[config.mk]
export PLATFORM = sky130hd
export DESIGN_NAME = slope_adc_ctl
export DESIGN_NICKNAME = d
export VERILOG_FILES = /design/src/rtl/slope_pkg.sv /design/src/rtl/slope_regs.sv /design/src/rtl/slope_gate.sv /design/src/rtl/slope_capture.sv /design/src/rtl/slope_adc_ctl.sv
export SDC_FILE = /design/constraint.sdc
export NUM_CORES = 1
export LEC_CHECK = 0
export ABC_CLOCK_PERIOD_IN_PS = 1650
export BUFFER_PORTS_ARGS = -buffer_cell sky130_fd_sc_hd__buf_4
export CAP_MARGIN = 40
export CORE_MARGIN = 5
export CORE_UTILIZATION = 50
export DETAILED_ROUTE_END_ITERATION = 10
export PLACE_DENSITY = 0.72
export SLEW_MARGIN = 20
export SYNTH_ARGS = -nofsm -noshare
export SYNTH_HDL_FRONTEND = slang
export SYNTH_HIERARCHICAL = 1
export SYNTH_SLANG_ARGS = --single-unit
[constraint.sdc]
create_clock -name clk -period 1.65 [get_ports clk]
set_clock_uncertainty 0.2 [all_clocks]
set_input_delay 0.165 -clock clk [delete_from_list [all_inputs] [get_ports clk]]
set_output_delay 0.165 -clock clk [all_outputs]
set_load 0.01 [all_outputs]
[src/rtl/slope_pkg.sv]
package slope_pkg;
   localparam int REG_W = 8;
   localparam int CAP_W = 16;
   localparam int NSEL  = 7;

   typedef struct packed {
      logic       route;
      logic [2:0] sel;
      logic       oe;
      logic       isrc;
      logic       en;
      logic       dis;
   } ctrl_t;

   localparam logic [2:0] SEL_PIN_I3 = 3'd2;

   localparam int ADR_CTRL = 0;
   localparam int ADR_PORT = 1;
   localparam int ADR_CAPL = 2;
   localparam int ADR_CAPH = 3;

   localparam int PORT_CMP_BIT  = 1;
   localparam int PORT_FLAG_BIT = 7;
endpackage

[src/rtl/slope_regs.sv]
module slope_regs
   import slope_pkg::*;
#(
   parameter int ADDR_W = 2
) (
   input  logic              clk,
   input  logic              rst_n,
   input  logic [ADDR_W-1:0] bus_addr,
   input  logic              bus_we,
   input  logic [REG_W-1:0]  bus_wdata,
   output logic [REG_W-1:0]  bus_rdata,
   input  logic              cmp_rd,
   input  logic              cap_flag,
   input  logic [CAP_W-1:0]  cap_val,
   output ctrl_t             ctrl,
   output logic              flag_clr
);
   localparam logic [ADDR_W-1:0] A_CTRL = ADDR_W'(ADR_CTRL);
   localparam logic [ADDR_W-1:0] A_PORT = ADDR_W'(ADR_PORT);
   localparam logic [ADDR_W-1:0] A_CAPL = ADDR_W'(ADR_CAPL);
   localparam logic [ADDR_W-1:0] A_CAPH = ADDR_W'(ADR_CAPH);

   always_ff @(posedge clk or negedge rst_n) begin
      if (!rst_n)
         ctrl <= '0;
      else if (bus_we && bus_addr == A_CTRL)
         ctrl <= ctrl_t'(bus_wdata);
   end

   assign flag_clr = bus_we && (bus_addr == A_PORT) && bus_wdata[PORT_FLAG_BIT];

   always_comb begin
      bus_rdata = '0;
      if (bus_addr == A_CTRL)
         bus_rdata = REG_W'(ctrl);
      else if (bus_addr == A_PORT) begin
         bus_rdata[PORT_CMP_BIT]  = cmp_rd;
         bus_rdata[PORT_FLAG_BIT] = cap_flag;
      end
      else if (bus_addr == A_CAPL)
         bus_rdata = cap_val[REG_W-1:0];
      else if (bus_addr == A_CAPH)
         bus_rdata = cap_val[CAP_W-1:REG_W];
   end

   AST_RESET_CLEAR: assert property (@(posedge clk) disable iff (!rst_n)
      $rose(rst_n) |-> (ctrl == '0)) else $error("reset");
endmodule

[src/rtl/slope_gate.sv]
module slope_gate
   import slope_pkg::*;
(
   input  ctrl_t            ctrl,
   input  logic             cmp_in,
   output logic             cmp_on,
   output logic             isrc_on,
   output logic             dischg_on,
   output logic [NSEL-1:0]  pos_sel,
   output logic             pin_i3_oe,
   output logic             pin_i7_oe,
   output logic             pin_out,
   output logic             tmr_in,
   output logic             cmp_rd
);
   logic drive;

   assign cmp_on    = ctrl.en;
   assign isrc_on   = ctrl.en & ctrl.isrc;
   assign dischg_on = ctrl.en & ctrl.dis;
   assign drive     = ctrl.en & ctrl.oe;
   assign pin_i7_oe = drive & (ctrl.sel == SEL_PIN_I3);
   assign pin_i3_oe = drive & (ctrl.sel != SEL_PIN_I3);
   assign pin_out   = drive & cmp_in;
   assign tmr_in    = ctrl.en & ctrl.route & cmp_in;
   assign cmp_rd    = ctrl.en & cmp_in;

   for (genvar g = 0; g < NSEL; g++) begin : g_sel
      assign pos_sel[g] = ctrl.en && (ctrl.sel == 3'(g));
   end
endmodule

[src/rtl/slope_capture.sv]
module slope_capture #(
   parameter int CNT_W       = 16,
   parameter int SYNC_STAGES = 2
) (
   input  logic             clk,
   input  logic             rst_n,
   input  logic             tmr_in,
   input  logic             flag_clr,
   output logic [CNT_W-1:0] cap,
   output logic             flag
);
   logic [CNT_W-1:0]     cnt;
   logic [SYNC_STAGES:0] chain;
   logic                 rise;

   always_ff @(posedge clk or negedge rst_n) begin
      if (!rst_n) chain[0] <= 1'b0;
      else        chain[0] <= tmr_in;
   end

   for (genvar s = 1; s <= SYNC_STAGES; s++) begin : g_sync
      always_ff @(posedge clk or negedge rst_n) begin
         if (!rst_n) chain[s] <= 1'b0;
         else        chain[s] <= chain[s-1];
      end
   end

   assign rise = chain[SYNC_STAGES-1] & ~chain[SYNC_STAGES];

   always_ff @(posedge clk or negedge rst_n) begin
      if (!rst_n) begin
         cnt  <= '0;
         cap  <= '0;
         flag <= 1'b0;
      end else begin
         cnt <= cnt + 1'b1;
         if (rise) begin
            cap  <= cnt;
            flag <= 1'b1;
         end else if (flag_clr)
            flag <= 1'b0;
      end
   end

   AST_CAP_SETS_FLAG: assert property (@(posedge clk) disable iff (!rst_n)
      rise |=> flag) else $error("flag");
   AST_CAP_VALUE: assert property (@(posedge clk) disable iff (!rst_n)
      rise |=> (cap == $past(cnt))) else $error("cap");
   AST_CLR_NO_EDGE: assert property (@(posedge clk) disable iff (!rst_n)
      (flag_clr && !rise) |=> !flag) else $error("clr");
endmodule

[src/rtl/slope_adc_ctl.sv]
module slope_adc_ctl
   import slope_pkg::*;
#(
   parameter int ADDR_W      = 2,
   parameter int CNT_W       = 16,
   parameter int SYNC_STAGES = 2
) (
   input  logic              clk,
   input  logic              rst_n,
   input  logic [ADDR_W-1:0] bus_addr,
   input  logic              bus_we,
   input  logic [7:0]        bus_wdata,
   output logic [7:0]        bus_rdata,
   input  logic              cmp_in,
   output logic              cmp_on,
   output logic              isrc_on,
   output logic              dischg_on,
   output logic [6:0]        pos_sel,
   output logic              pin_i3_oe,
   output logic              pin_i7_oe,
   output logic              pin_out
);
   if (ADDR_W < 2) begin : g_bad_addr
      $error("ADDR_W must be at least 2");
   end
   if (CNT_W < 8 || CNT_W > CAP_W) begin : g_bad_cnt
      $error("CNT_W must be in 8..16");
   end
   if (SYNC_STAGES < 2) begin : g_bad_sync
      $error("SYNC_STAGES must be at least 2");
   end

   ctrl_t            ctrl;
   logic             flag_clr, tmr_in, cmp_rd, cap_flag;
   logic [CNT_W-1:0] cap_raw;
   logic [CAP_W-1:0] cap_val;

   assign cap_val = CAP_W'(cap_raw);

   slope_regs #(.ADDR_W(ADDR_W)) regs_i (
      .clk(clk), .rst_n(rst_n), .bus_addr(bus_addr), .bus_we(bus_we),
      .bus_wdata(bus_wdata), .bus_rdata(bus_rdata), .cmp_rd(cmp_rd),
      .cap_flag(cap_flag), .cap_val(cap_val), .ctrl(ctrl), .flag_clr(flag_clr)
   );

   slope_gate gate_i (
      .ctrl(ctrl), .cmp_in(cmp_in), .cmp_on(cmp_on), .isrc_on(isrc_on),
      .dischg_on(dischg_on), .pos_sel(pos_sel), .pin_i3_oe(pin_i3_oe),
      .pin_i7_oe(pin_i7_oe), .pin_out(pin_out), .tmr_in(tmr_in), .cmp_rd(cmp_rd)
   );

   slope_capture #(.CNT_W(CNT_W), .SYNC_STAGES(SYNC_STAGES)) cap_i (
      .clk(clk), .rst_n(rst_n), .tmr_in(tmr_in), .flag_clr(flag_clr),
      .cap(cap_raw), .flag(cap_flag)
   );

   AST_OFF_GATES_ALL: assert property (@(posedge clk) disable iff (!rst_n)
      !cmp_on |-> !(isrc_on | dischg_on | pin_i3_oe | pin_i7_oe | pin_out | (|pos_sel)))
      else $error("gating");
   AST_SEL_ONEHOT: assert property (@(posedge clk) disable iff (!rst_n)
      $onehot0(pos_sel)) else $error("sel");
   AST_ONE_PIN: assert property (@(posedge clk) disable iff (!rst_n)
      $onehot0({pin_i3_oe, pin_i7_oe})) else $error("pin");
   AST_PIN_IDLE: assert property (@(posedge clk) disable iff (!rst_n)
      !(pin_i3_oe | pin_i7_oe) |-> !pin_out) else $error("pinout");
endmodule

Yosys cells after proc, flatten, opt, wreduce, memory -nomap -nowiden. Index checks and enable logic that the tools add are counted.

Flip-flop bits (word level): 44. Bits of input ports: 14.

Add/subtract/negate cells: 1. Eq/ne operators: 10. Multiplexer cells: 9. Bitwise logic cells: 11. Reductions and logical operators: 13.

Operators with widths (count): $mux W8 (3); $add A16 B1 Y16 const B (1); $and A1 B1 Y1 (10); $logic_and A1 B1 Y1 (10); $eq A3 B3 Y1 const B (3); $eq A3 B2 Y1 const B (2); $mux W1 (5); $mux W5 (1); $eq A2 B2 Y1 const B (2); $eq A3 B1 Y1 const B (1); $logic_not A3 Y1 (1); $ne A3 B2 Y1 const B (1); $eq A2 B1 Y1 const B (1); $logic_not A2 Y1 (1); $reduce_bool A2 Y1 (1); $not A1 Y1 (1).

Depth between registers and ports, before layout.
Word-level depth: 5. Mapped depth: 4. Gate-level depth less buffers: 4.

Hierarchy. The synthesis kept the hierarchy.

Modules (own cells, without submodules): slope_capture (times used 1, cells each 101, area an instance 1398.8 um^2, sequential area each 900.9 um^2); slope_regs (times used 1, cells each 35, area an instance 513.0 um^2, sequential area each 200.2 um^2); slope_gate (times used 1, cells each 21, area an instance 127.6 um^2, sequential area each 0.0 um^2).

Worst setup path before layout. Ideal clock, no wire load.

Path type: register to output. From: reg regs_i/ctrl[1] (netlist name). To: out bus_rdata[1]. Arrival time: 1.128 ns. Path slack: 0.157 ns. Cell stages (with the launch flop): 3. Path buffers: 0. Cells stage by stage: dfrtp_1 > and2_1 > mux4_1.

Cells in the longest elaborated chain, start to end: 3.

Ends and longest elaborated chain: $and A1 B1 Y1 (line slope_gate.sv:26) `assign cmp_rd = ctrl.en & cmp_in;`; via cmp_rd (line slope_adc_ctl.sv:34) `logic flag_clr, tmr_in, cmp_rd, cap_flag;`; $mux W1 (line slope_regs.sv:36) `else if (bus_addr == A_PORT) begin`; $mux W8 (line slope_regs.sv:34) `if (bus_addr == A_CTRL)`; end, declared (line slope_adc_ctl.sv:13) `output logic [7:0] bus_rdata,`.

The timed path passes the listed nets, and every way through them passes these cells.

Final worst setup path.
From: reg regs_i/ctrl[1] (netlist name). To: out bus_rdata[1].

Cells in the longest elaborated chain, start to end: 3.

Ends and longest elaborated chain (line): $and A1 B1 Y1 (slope_gate.sv:26); via cmp_rd (slope_adc_ctl.sv:34); $mux W1 (slope_regs.sv:36); $mux W8 (slope_regs.sv:34).

The timed path passes the listed nets, and every way through them passes these cells.

==> run_results.csv <==
group,metric,value,unit
run_status,status,"finished, violations left",
run_status,violations,"negative setup slack",
clock_tree,clk_latency,0.29,ns
global_route,track_usage,18.02,%
floorplan,dieWidth,73.87,um
placed_design,gp_congestion,0.7560,
cells_and_area,final_common_cell,"dfrtp_1",
routing,drt_pre_antenna_iters,4,
yosys,syn_area,2039,um2
worst_setup_path,startpoint_type,"register",
routing,routed_wl,4.446,mm
worst_setup_path,crit_fanout,3,
cells_and_area,final_cell_mix,"42 x dfrtp_1, 32 x buf_4, 22 x mux2_2",
clock_tree,root_buffer,"clkbuf_8",
yosys,synth_cell_type_count,29,
routing,ant_nets,0,
sta,fin_ws,-0.1593,ns
placed_design,dp.cells,239,
sta,fin_crit,1.809,ns
worst_setup_path,worstSetupEndpointType,"output port",
cells_and_area,n_antenna_cell,0,
sta,setup_viol,2,
power_and_ir_drop,leakage,1.266,nW
yosys,synth_top_area_cell,"dfrtp_1",
worst_setup_path,crit_arrival,1.44,ns
cells_and_area,stdcell_count,260,
clock_tree,numCtsBuffers,5,
yosys,yosys_register_bits,44,
global_route,grt_overflow,0,
min_path,hold_class,"primary input to register",
sta,period_share,109.7,%
yosys,netlist_instances,157,
placed_design,hpwl,3.056,mm
power_and_ir_drop,max-vdd-ir-drop,0.8438,mV
cells_and_area,final_util,66.60,%
yosys,syn_area_per_cell,12.99,um2
yosys,ys_warn_count,6,
worst_setup_path,r2r-start,"cap_i/cnt[8]",
placed_design,placed_cell_area,2360,um2
min_path,holdPathStages,3,
routing,post_drt_wl_per_cell,17.10,um
sta,grt_setup_unrepaired,"yes",
yosys,yosysSeqAreaShare,53.99,%
global_route,grt_pass1_vias,1460,
worst_setup_path,crit_required,1.28,ns
clock_tree,cts.sinks,44,
floorplan,core,3971,um2
cells_and_area,syn_to_final_growth,29.69,%
clock_tree,htree_num_levels,2,
floorplan,dieHeight,73.87,um
worst_setup_path,rr_worst_depth,3,
worst_setup_path,critPathLaunch,"regs_i/ctrl[1]",
worst_setup_path,regToRegSetupSlack,0.12,ns
job,drv_cap,0,
worst_setup_path,path_cells,"and2_1 -> mux4_2 -> buf_6",
yosys,synth_nets,172,
clock_tree,clkTransAtPathRegs,0.07,ns
clock_tree,cts_tree,"done",
sta,slew_headroom,63.66,%
global_route,grt_antenna_before_repair,0,
floorplan,rows,23,
cells_and_area,nFillCells,289,
worst_setup_path,crit_path_top_delay_cell,"mux4_2",
routing,first_iter_violations,95,
routing,vias_per_cell,5.458,
worst_setup_path,crit_type,"register to output port",
floorplan,initial_core_util,51.35,%
cells_and_area,final_cell_area,2645,um2
routing,num_vias,1419,
sta,fmax,552.7,MHz
floorplan,fp.dieArea,5456,um2
cells_and_area,multi_input_area,930.9,um2
routing,drc,0,
power_and_ir_drop,power_density,985.0,nW/um2
placed_design,place_ws,0.08005,ns
sta,report.final.slew_viol_count,0,
cells_and_area,drive_gt1_share,44.29,%
worst_setup_path,worst_r2r_endpoint,"cap_i/cnt[13]",
placed_design,portBuffers,34,
cells_and_area,fin_nets,224,
worst_setup_path,crit_path_max_incr_delay,0.47,ns
clock_tree,cts.path.max_buffers,2,
min_path,min-delay-start,"bus_we",
floorplan,ios,35,
global_route,grt_max_degree,45,
sta,worst_pin_slew,0.5451,ns
yosys,synth_area_leaders,"dfrtp_1 54%, mux2_2 15%, xor2_1 4.3%, mux4_1 2.6%, a22o_1 2.6%",
yosys,synth_top_area_share,53.99,%
sta,hold_violations,0,
min_path,min_to,"cap_i/flag",
global_route,grt_pass1_wl,7.314,mm
cells_and_area,seqCellArea,1104,um2
-- routing by layer --
| metal | wire (um) | GRT usage [%] | vias up |
|---|---|---|---|
| met1 | 1823 | 22.87 | 716 |
| met4 | 85 | 6.036 | 0 |
| met2 | 2406 | 30.51 | 39 |
| li1 | - | - | 653 |
| met3 | 130 | 3.694 | 11 |
| met5 | 0 | 0 | - |
-- synthesized netlist by cell type --
master	count
dfrtp_1	44
and3_1	2
o211a_1	1
nand3_1	5
and2_1	3
nor4_2	4
buf_4	1
nand4_4	1
mux4_1	2
inv_1	5
nand2_1	9
o21ai_0	4
mux2_2	27
nor3b_4	1
nor3_1	6
ha_1	1
xor2_1	10
nand2b_4	1
and4b_2	1
clkbuf_1	1
buf_6	1
nor2_1	9
nand2b_1	2
a22o_1	6
xnor2_1	4
nand4_1	2
nand2b_2	1
nor3_2	1
buf_2	2
-- metrics by stage --
step	total power [W]	setup TNS (ns)	hold WS, ns
global route	0.002732	-0.4206	0.1155
floorplan	0.001590	0	-0.3306
CTS	0.002564	-0.2184	0.08581
global placement	0.001800	0	-0.02409
finish	0.002605	-0.1973	0.09191
detailed placement	0.001831	0	-0.01473
-- how the worst max path moves through the flow --
stage | depth (start not counted) | endpoint
6_report | 3 | bus_rdata[1]
2_1_floorplan | 2 | bus_rdata[1]
3_3_place_gp | 3 | bus_rdata[1]
5_1_grt | 3 | bus_rdata[1]
3_5_place_dp | 3 | bus_rdata[1]
4_1_cts | 3 | bus_rdata[1]
-- cells by family after synthesis --
logic type | after synthesis | synth area share [%]
simple gates | 48 | 15.34
flops | 44 | 53.99
mux | 29 | 17.48
xor+xnor | 14 | 6.012
compound gates | 11 | 4.049
buf+inv | 10 | 2.515
fa+ha+maj | 1 | 0.6134
-- registers in the layout, indices dropped and copies added, names as in the netlist --
register and count:
cap_i/cap 16, cap_i/chain 3, cap_i/cnt 16, cap_i/flag 1, regs_i/ctrl 8
-- critical path, delay by kind of cell, from the launching register on --
| family | cells | cell delay [ns] |
|---|---|---|
| multiplexers | 1 | 0.47 |
| AND/OR/NAND/NOR | 1 | 0.15 |
| buffers and inverters | 1 | 0.14 |
| flip-flops | 1 | 0.40 |
-- what timing repair did --
action                                  4_1_cts  5_1_grt
endpoints found under the hold margin        53        0
buffers inserted                              2        2
pin swaps                                     1        1
endpoints found under the setup margin        6       19
hold buffers                                 10        0
gates resized for setup                      13       12
-- area by class of cell --
| class | count | area share [%] |
|---|---|---|
| Sequential cell | 44 | 41.72 |
| Multi-Input combinational cell | 103 | 35.19 |
| Timing Repair Buffer | 50 | 16.60 |
| Clock buffer | 8 | 3.406 |
| Tap cell | 50 | 2.365 |
| Inverter | 5 | 0.7096 |
-- power by group --
group          total, W  switching (W)  internal, W
Sequential      0.00129      0.0000896      0.00120
Combinational  0.000635       0.000262     0.000373
Clock          0.000681       0.000340     0.000342
Total           0.00261       0.000691      0.00191
Note: power is estimated with default switching activity, not from simulation.
